[config.mk]
export PLATFORM = sky130hd
export DESIGN_NAME = tri_stair_seq
export DESIGN_NICKNAME = d
export VERILOG_FILES = /design/src/rtl/tri_stair_pkg.sv /design/src/rtl/tss_ring.sv /design/src/rtl/tss_decode.sv /design/src/rtl/tss_dt_guard.sv /design/src/rtl/tri_stair_seq.sv
export SDC_FILE = /design/constraint.sdc
export NUM_CORES = 1
export LEC_CHECK = 0
export CORE_AREA = 5 5 91 93
export CTS_CLUSTER_DIAMETER = 100
export DETAILED_ROUTE_END_ITERATION = 7
export DIE_AREA = 0 0 96 98
export DONT_BUFFER_PORTS = 1
export PLACE_DENSITY = 0.61
export SKIP_LAST_GASP = 1
export SYNTH_ARGS = -nofsm -noshare
export SYNTH_HDL_FRONTEND = slang
export SYNTH_SLANG_ARGS = --single-unit
[constraint.sdc]
create_clock -name clk -period 7.1 [get_ports clk]
set_input_delay 0.71 -clock clk [delete_from_list [all_inputs] [get_ports clk]]
set_output_delay 0.71 -clock clk [all_outputs]
set_load 0.03 [all_outputs]
[src/rtl/tri_stair_pkg.sv]
package tri_stair_pkg;
  localparam int NPH    = 3;
  localparam int NCELL  = 3;
  localparam int NSTATE = 24;
  localparam int IDX_W  = $clog2(NSTATE);
  localparam int PH_SHIFT = NSTATE / NPH;
  localparam int LVL_TOP  = NCELL + 1;

  typedef logic [2:0] lvl_t;

  // Level of phase A at ring position i: low plateau, rising ramp, high plateau, falling ramp.
  function automatic lvl_t phase_a_level(input int i);
    if (i < 5)       return lvl_t'(0);
    else if (i < 8)  return lvl_t'(i - 4);
    else if (i < 17) return lvl_t'(LVL_TOP);
    else if (i < 20) return lvl_t'(20 - i);
    else             return lvl_t'(0);
  endfunction

  // Phase p reads the phase-A profile offset by p thirds of the ring.
  function automatic lvl_t phase_level(input logic [IDX_W-1:0] idx, input int p);
    int j;
    j = int'(idx) + PH_SHIFT * p;
    if (j >= NSTATE) j = j - NSTATE;
    return phase_a_level(j);
  endfunction

  function automatic logic is_mid(input lvl_t l);
    return (l != 3'd0) && (l != lvl_t'(LVL_TOP));
  endfunction
endpackage

[src/rtl/tss_ring.sv]
module tss_ring
  import tri_stair_pkg::*;
(
  input  logic             clk,
  input  logic             rst_n,
  input  logic             enable,
  input  logic             step_tick,
  output logic [IDX_W-1:0] idx,
  output logic             step_go
);
  localparam logic [IDX_W-1:0] LAST = IDX_W'(NSTATE - 1);

  assign step_go = enable & step_tick;

  always_ff @(posedge clk) begin
    if (!rst_n || !enable) idx <= '0;
    else if (step_go)      idx <= (idx == LAST) ? '0 : idx + 1'b1;
  end
endmodule

[src/rtl/tss_decode.sv]
module tss_decode
  import tri_stair_pkg::*;
(
  input  logic [IDX_W-1:0]   idx,
  output logic [NPH-1:0]     bd_want,
  output logic [NPH-1:0]     hi_want,
  output logic [NPH-1:0]     lo_want,
  output logic [4*NCELL-1:0] cell_want,
  output logic [1:0]         junc,
  output logic               err
);
  lvl_t           lvl [NPH];
  logic [NPH-1:0] mid;
  logic [1:0]     mid_or;

  for (genvar p = 0; p < NPH; p++) begin : g_ph
    assign lvl[p]     = phase_level(idx, p);
    assign mid[p]     = is_mid(lvl[p]);
    assign hi_want[p] = (lvl[p] == lvl_t'(LVL_TOP));
    assign lo_want[p] = (lvl[p] == 3'd0);
    assign bd_want[p] = mid[p] & ~err;
  end

  always_comb begin
    mid_or = '0;
    for (int p = 0; p < NPH; p++)
      if (mid[p]) mid_or = mid_or | lvl[p][1:0];
  end

  assign err  = ($countones(mid) > 1);
  assign junc = err ? 2'd0 : mid_or;

  // Cell k adds its supply when the junction level exceeds k; otherwise it is bypassed.
  for (genvar k = 0; k < NCELL; k++) begin : g_cell
    assign cell_want[4*k +: 4] = (int'(junc) > k) ? 4'b1001 : 4'b1010;
  end
endmodule

[src/rtl/tss_dt_guard.sv]
module tss_dt_guard #(
  parameter int W    = 2,
  parameter int DT_W = 4
) (
  input  logic            clk,
  input  logic            rst_n,
  input  logic            enable,
  input  logic [DT_W-1:0] dead,
  input  logic [W-1:0]    want,
  output logic [W-1:0]    gate
);
  logic [DT_W-1:0] cnt;
  logic [W-1:0]    off_now;
  logic            allow_on;

  assign off_now  = gate & ~want;
  assign allow_on = (cnt == '0) && (off_now == '0);

  always_ff @(posedge clk) begin
    if (!rst_n) begin
      gate <= '0;
      cnt  <= '0;
    end else if (!enable) begin
      gate <= '0;
      cnt  <= dead;
    end else begin
      gate <= want & (gate | {W{allow_on}});
      if (|off_now)       cnt <= dead;
      else if (cnt != '0) cnt <= cnt - 1'b1;
    end
  end
endmodule

[src/rtl/tri_stair_seq.sv]
module tri_stair_seq
  import tri_stair_pkg::*;
#(
  parameter int DT_W = 4
) (
  input  logic            clk,
  input  logic            rst_n,
  input  logic            enable,
  input  logic            step_tick,
  input  logic [DT_W-1:0] dead_cycles,
  output logic [2:0]      bd_gate,
  output logic [2:0]      br_hi,
  output logic [2:0]      br_lo,
  output logic [11:0]     cell_gate,
  output logic [1:0]      junc_level,
  output logic            overlap_err
);
  logic [IDX_W-1:0]   seq_idx;
  logic               step_go;
  logic [NPH-1:0]     bd_want, hi_want, lo_want;
  logic [4*NCELL-1:0] cell_want;

  tss_ring u_ring (
    .clk(clk), .rst_n(rst_n), .enable(enable), .step_tick(step_tick),
    .idx(seq_idx), .step_go(step_go)
  );

  tss_decode u_dec (
    .idx(seq_idx), .bd_want(bd_want), .hi_want(hi_want), .lo_want(lo_want),
    .cell_want(cell_want), .junc(junc_level), .err(overlap_err)
  );

  for (genvar p = 0; p < NPH; p++) begin : g_phase_leg
    logic [2:0] g;
    tss_dt_guard #(.W(3), .DT_W(DT_W)) u_g (
      .clk(clk), .rst_n(rst_n), .enable(enable), .dead(dead_cycles),
      .want({bd_want[p], hi_want[p], lo_want[p]}), .gate(g)
    );
    assign bd_gate[p] = g[2];
    assign br_hi[p]   = g[1];
    assign br_lo[p]   = g[0];
  end

  // Two legs per cell: leg 2k is bits {1,0} of cell k, leg 2k+1 is bits {3,2}.
  for (genvar g = 0; g < 2*NCELL; g++) begin : g_cell_leg
    tss_dt_guard #(.W(2), .DT_W(DT_W)) u_g (
      .clk(clk), .rst_n(rst_n), .enable(enable), .dead(dead_cycles),
      .want(cell_want[2*g +: 2]), .gate(cell_gate[2*g +: 2])
    );
  end
endmodule

==> out/metrics.cfg, run 1 <==
[run_status]
outcome=complete, no violations

[global_routing]
antenna_found_initial=0
grt_max_degree=31
grt_pass1_wl_mm=13.6
grt_pass1_vias=2849
gr-total-overflow=0
grt_usage_pct=18.2

[clock_network]
root_buffer=clkbuf_8
cts-buffers-inserted=9
clock-sinks=59
cts_hold_repair.buffers=0
clock_tree.buffer_depth=2
clk_latency_ns=0.33
postCtsResizedCells=0
h-tree-depth=3
cts_post_setup_buffers_inserted=0
cts_tree=built
path_clk_slew_ns=0.07

[synth]
synth-edff-count=0
async_flop_share_pct=0
netlist_area_sq_um=3610
yosysUniqueCellTypes=64
yosys_most_used_dff=dfxtp_1
syn_inst=447
yosysWarnings=0
synth.avg_cell_area_sq_um=8.08
ys_ff_latch=59
ys_seq_area_share_pct=32.7

[power]
power_mw=0.904
seqPwrFrac_pct=43.5
p_comb_share_pct=20.1
powerDensity_nw_per_um2=234
p_clk_share_pct=36.4
p_sw_share_pct=29.5
intPower_mw=0.637
power.leakage_nw=1.60
p_switching_mw=0.267
ir_worst_vdd_mv=0.134

[routing]
antenna_left=0
post_drt_wl_per_cell_microns=14.9
viasPerCell=5.56
dr.pass1.iters=4
drc=0
wl_mm=8.22
routed-via-count=3074
drt_iter0_drc=167

[worst_setup_path]
rr_startpoint=u_ring.idx[3]$_SDFFE_PN0P_
worstPathRequired_ns=6.39
cp_cell_sequence=inv_1, ha_1, or2b_2, and2b_2, o32ai_2, a21o_2, ha_1, a31oi_2, o31ai_4, inv_2
r2r_cells=13
startpoint_type=register
critPathCaptureType=output port
worstPathArrival_ns=3.45
crit_slowest_cell=ha_1
cp_top_family=compound AO/OA/AOI/OAI gates
crit_buf_inv=2
crit_top_cell=ha_1
ff2ff_setup_slack_ns=3.22
critPathMaxStageDelay_ns=0.50
reg2reg_to=g_cell_leg[0].u_g.cnt[3]$_SDFFE_PN0P_
critPathMaxFanout=11
crit_type=register to output port

[placement]
dpl.cell_count=537
numPortBuffers=0
gp_congestion=0.928
post-place-ws_ns=3.21
dpl.hpwl_mm=6.08

[floorplan]
initial_core_util_pct=48.5
pin_count=32
die_y_microns=98
rows=32
coreArea_sq_um=7450
die_w_microns=96
dieArea_sq_um=9410

[timing]
fin_crit_sh_pct=58.6
worst_slack_ns=2.94
skew_ns=0.00763
hold_viol_final=0
relSlewSlack_pct=43.7
period_needed_ns=4.16
rsz0062_at_grt=no
worst_pin_slew_ns=0.843
finalSetupTns_ns=0
setup_viol=0
max_freq_mhz=240
maxSlewViolCount=0

[worst_hold_path]
hp-class=primary input to register
worstHoldEndpoint=g_cell_leg[5].u_g.cnt[3]$_SDFFE_PN0P_
min_path_cells=1
min_from=enable

[cells_and_area]
antennaDiodeCount=0
drive_above_1_share_pct=7.76
final_cells=553
area_delta_synth_final_pct=6.86
fin_nets=474
fillers=712

[run]
maxCapViolations=0

==> cell families (layout without fill, tap and decap cells) <==
family	count (synthesis)	in the layout	synth area share (%)
other cells	1	3	0.104
mux	27	27	7.59
simple gates	158	158	21.6
compound gates	105	105	20.1
flops	59	59	32.7
fa+ha+maj	20	20	6.93
xor+xnor	12	12	2.91
buf+inv	65	67	8.04
==> per-stage QoR <==
step	hold slack, ns	instance area [sq um]	util, %
global route	0.453	3860	51.8
detailed placement	0.541	3650	49.0
finish	0.468	3860	51.8
floorplan	0.510	3620	-
CTS	0.449	3860	51.8
global placement	0.531	3650	49.0
==> power groups by stage <==
stage,clock (mW),sequential [mW],combinational [mW]
2_1_floorplan,0,0.395,0.158
3_3_place_gp,0,0.401,0.178
3_5_place_dp,0,0.401,0.181
4_1_cts,0.337,0.393,0.183
5_1_grt,0.355,0.398,0.210
6_report,0.329,0.393,0.182
==> synthesized netlist by cell type, types with 4 or more instances <==
cell type	count	area, sq um
mux2i_1	26	260
nor3b_1	6	45.0
nand3_1	9	45.0
a21oi_1	36	180
nand2_1	60	225
nand2b_1	4	25.0
a21o_1	5	37.5
o211ai_1	4	30.0
or3_1	9	56.3
o21ai_0	18	90.1
nand4_1	7	43.8
ha_1	20	250
inv_1	47	176
clkbuf_1	6	22.5
xnor2_1	12	105
and2_1	4	25.0
nor3_1	16	80.1
a211oi_1	4	30.0
dfxtp_1	59	1180
nor2_1	25	93.8
a31oi_1	7	43.8
==> layer usage <==
layer  share of wire, %  vias to the layer above  GRT usage [%]
met5                  0                        -              0
met4                2.3                        0           6.35
met3                5.4                       22           5.01
met2                 45                       91           27.8
met1                 47                     1402           24.4
li1                   -                     1559              -
==> how the worst max path moves through the flow <==
| stage | start | to | slack, ns | cells past startpoint |
|---|---|---|---|---|
| 3_5_place_dp | u_ring.idx[3]$_SDFFE_PN0P_ | g_phase_leg[2].u_g.gate[2]$_SDFF_PN0_ | 3.21 | 12 |
| 3_3_place_gp | u_ring.idx[3]$_SDFFE_PN0P_ | g_cell_leg[0].u_g.cnt[1]$_SDFFE_PN0P_ | 3.32 | 13 |
| 4_1_cts | u_ring.idx[3]$_SDFFE_PN0P_ | junc_level[0] | 2.91 | 10 |
| 5_1_grt | u_ring.idx[3]$_SDFFE_PN0P_ | junc_level[0] | 2.69 | 10 |
| 6_report | u_ring.idx[3]$_SDFFE_PN0P_ | junc_level[1] | 2.94 | 10 |
| 2_1_floorplan | u_ring.idx[3]$_SDFFE_PN0P_ | junc_level[0] | 3.76 | 10 |
==> registers in the layout, indices dropped and copies added, names as in the netlist <==
name,count
g_cell_leg.u_g.cnt,24
g_cell_leg.u_g.gate,9
g_phase_leg.u_g.cnt,12
g_phase_leg.u_g.gate,9
u_ring.idx,5
==> worst reg2reg max path, stage by stage (launching register included) <==
cell and delay [ns]:
dfxtp_1 0.45, inv_1 0.20, ha_1 0.50, or2b_2 0.34
and2b_2 0.23, o32ai_2 0.11, a21o_2 0.26, ha_1 0.31
a311oi_1 0.23, o31ai_1 0.16, inv_1 0.32, o21ai_0 0.16
a21oi_2 0.31, mux2i_1 0.22
==> placed cells by master, fill, tap and decap left out, types with 2 or more instances in the layout <==
master / instances
nor3_1: 16
bufinv_16: 2
a41o_1: 2
mux2i_1: 26
xnor2_1: 12
nand2_1: 60
nand4_1: 7
a21oi_1: 36
a31oi_1: 7
o21ai_0: 18
nor3b_1: 6
nand2b_1: 4
o21ai_2: 2
o31ai_1: 2
or4_1: 2
and2_1: 4
a311oi_1: 2
and4b_1: 2
or3_1: 9
o211ai_1: 4
nor2_1: 25
a2111oi_2: 2
ha_1: 20
nor2b_1: 3
inv_2: 2
inv_1: 47
conb_1: 3
a21o_1: 5
dfxtp_1: 59
clkbuf_8: 9
o211a_1: 2
nand3_1: 9
nor4_1: 3
a211oi_1: 4
a21oi_2: 2
clkinv_2: 4
a221oi_1: 2
==> area by class of cell <==
| type | instances | area (sq um) | area share [%] |
|---|---|---|---|
| inverters | 50 | 188 | 4.86 |
| well taps | 102 | 128 | 3.31 |
| repair buffers | 1 | 7.51 | 0.194 |
| flip-flops and latches | 59 | 1180 | 30.6 |
| multi-input cells | 325 | 2150 | 55.7 |
| clock inverters | 6 | 80.1 | 2.07 |
| clock buffers | 10 | 128 | 3.31 |
Power figures use the tool's default switching activity.
==> inputs of run 2 (changes only) <==
- clock period: 7.1 -> 4.2 ns (I/O delays scaled with it)
==> run 2 against run 1 <==
Against the previous run: cell count up 0.36%; power up 66%; die area unchanged; first-iteration DRC count up 1.8%; critical path type unchanged.
==> out/metrics.cfg, run 2 (synthesis results as in run 1) <==
[run_status]
outcome=complete, no violations

[routing]
wl_mm=8.37  ; +1.8%
dr.pass1.iters=5  ; +1
post_drt_wl_per_cell_microns=15.1  ; +1.4%
antenna_left=0  ; unchanged
drt_iter0_drc=170  ; +1.8%
viasPerCell=5.52  ; -0.72%
routed-via-count=3063  ; -0.36%
drc=0  ; unchanged

[clock_network]
clock_tree.buffer_depth=2  ; unchanged
cts_hold_repair.buffers=0  ; unchanged
path_clk_slew_ns=0.07  ; about the same
root_buffer=clkbuf_8
h-tree-depth=3  ; unchanged
cts_tree=built
clock-sinks=59  ; unchanged
postCtsResizedCells=0  ; unchanged
cts-buffers-inserted=9  ; unchanged
cts_post_setup_buffers_inserted=0  ; unchanged
clk_latency_ns=0.34  ; about the same

[floorplan]
coreArea_sq_um=7450  ; unchanged
dieArea_sq_um=9410  ; unchanged
die_y_microns=98  ; unchanged
die_w_microns=96  ; unchanged
initial_core_util_pct=48.5  ; unchanged
rows=32  ; unchanged
pin_count=32  ; unchanged

[timing]
whs_ns=0.171  ; -0.297 ns
period_needed_ns=3.87
hold_viol_final=0  ; unchanged
max_freq_mhz=258
relSlewSlack_pct=43.2  ; -0.45 points
finalSetupTns_ns=0  ; unchanged
worst_pin_slew_ns=0.849  ; +0.00667 ns
fin_crit_sh_pct=92.2
maxSlewViolCount=0  ; unchanged
skew_ns=0.00694  ; -0.000690 ns
rsz0062_at_grt=no
setup_viol=0  ; unchanged

[worst_setup_path]
ff2ff_setup_slack_ns=0.34  ; -2.88 ns
critPathCaptureType=output port
rr_startpoint=u_ring.idx[3]$_SDFFE_PN0P_
r2r_cells=12  ; -1
critPathMaxFanout=11  ; unchanged
startpoint_type=register
worstPathArrival_ns=3.45  ; about the same
crit_type=register to output port
reg2reg_to=g_phase_leg[2].u_g.gate[2]$_SDFF_PN0_
worstPathRequired_ns=3.78  ; -2.61 ns

[power]
ir_worst_vdd_mv=0.193  ; +44%
powerDensity_nw_per_um2=388  ; +66%
power_mw=1.50  ; +66%
power.leakage_nw=1.60  ; +0.37%

[global_routing]
gr-total-overflow=0  ; unchanged
grt_pass1_wl_mm=13.7  ; +0.81%
antenna_found_initial=0  ; unchanged
grt_max_degree=31  ; unchanged
grtUsageMet3_pct=4.78  ; -0.23 points
use_met1_pct=24.3  ; -0.11 points
grt_util_met2_pct=29.3  ; +1.5 points
top_usage_layer=met2
grt_pass1_vias=2794  ; -1.9%
grt_usage_pct=18.6  ; +0.43 points

[cells_and_area]
largest_reg_flops=24  ; unchanged
drive_above_1_share_pct=7.95  ; +0.19 points
fin_nets=477  ; +0.63%
top_register=g_cell_leg.u_g.cnt
largestRegisters=g_cell_leg.u_g.cnt (24), g_phase_leg.u_g.cnt (12)
layout_common_cells=nand2_1 (60), dfxtp_1 (59), inv_1 (47), a21oi_1 (36), mux2i_1 (26)
final_common_cell=nand2_1
area_delta_synth_final_pct=7.10
antennaDiodeCount=0  ; unchanged

[placement]
dpl.hpwl_mm=6.22  ; +2.2%
numPortBuffers=0  ; unchanged
gp_congestion=0.855  ; -7.9%

[run]
maxCapViolations=0  ; unchanged

[worst_hold_path]
hp-class=primary input to register
min_from=enable
min_path_cells=1  ; unchanged
worstHoldEndpoint=g_cell_leg[3].u_g.cnt[3]$_SDFFE_PN0P_

run 2: changes by cell type in the layout (fill, tap and decap cells not counted):
cell       change
clkbuf_8       +2
clkinv_2       -3
buf_4          +3
clkbuf_1       +1
bufinv_16      -1
run 2: per-stage QoR:
| step | setup WS (ns) | std cells | cell area, sq um | util, % |
|---|---|---|---|---|
| 2_1_floorplan | 0.879 | 449 | 3620 | - |
| 3_3_place_gp | 0.512 | 540 | 3670 | 49.3 |
| 3_5_place_dp | 0.362 | 540 | 3670 | 49.3 |
| 4_1_cts | 0.323 | 555 | 3870 | 51.9 |
| 5_1_grt | 0.00601 | 555 | 3870 | 51.9 |
| 6_report | 0.327 | 555 | 3870 | 51.9 |
run 2: final cells by class:
class	instances	area (sq um)
inverter	50	188
clock inverter	2	35.0
sequential	59	1180
multi-input combinational	325	2150
tap	102	128
fill	750	3580
clock buffer	13	159
timing repair buffer	4	30.0
run 2: critical path: stages, from the launching register on:
cell,delay (ns)
dfxtp_1,0.45
inv_1,0.21
ha_1,0.51
or2b_2,0.33
and2b_2,0.23
o32ai_2,0.10
a21o_2,0.25
ha_1,0.31
a311oi_1,0.22
o31ai_1,0.16
inv_1,0.15
buf_4,0.19
run 2: where the power goes:
group | total (mW) | leakage [nW] | internal, mW | switching (mW)
registers | 0.665 | 0.486 | 0.611 | 0.0541
clock network | 0.529 | 0.0995 | 0.303 | 0.226
logic | 0.307 | 1.02 | 0.137 | 0.170
total | 1.50 | 1.60 | 1.05 | 0.450
run 2: metal layers:
metal	vias up	wire length [microns]	part of all wire, %
li1	1570	-	-
met1	1399	3940	47
met2	78	3860	46
met3	16	402	4.8
met4	0	170	2.0
met5	-	0	0
run 2: worst max path at each step:
stage	startpoint	end	slack (ns)	cells after the start
global route	u_ring.idx[3]$_SDFFE_PN0P_	junc_level[0]	0.006	11
finish	u_ring.idx[3]$_SDFFE_PN0P_	junc_level[0]	0.33	11
CTS	u_ring.idx[3]$_SDFFE_PN0P_	junc_level[1]	0.32	10
floorplan	u_ring.idx[3]$_SDFFE_PN0P_	g_cell_leg[0].u_g.cnt[0]$_SDFFE_PN0P_	0.88	13
global placement	u_ring.idx[3]$_SDFFE_PN0P_	g_cell_leg[0].u_g.cnt[1]$_SDFFE_PN0P_	0.51	13
detailed placement	u_ring.idx[3]$_SDFFE_PN0P_	g_phase_leg[2].u_g.gate[2]$_SDFF_PN0_	0.36	12
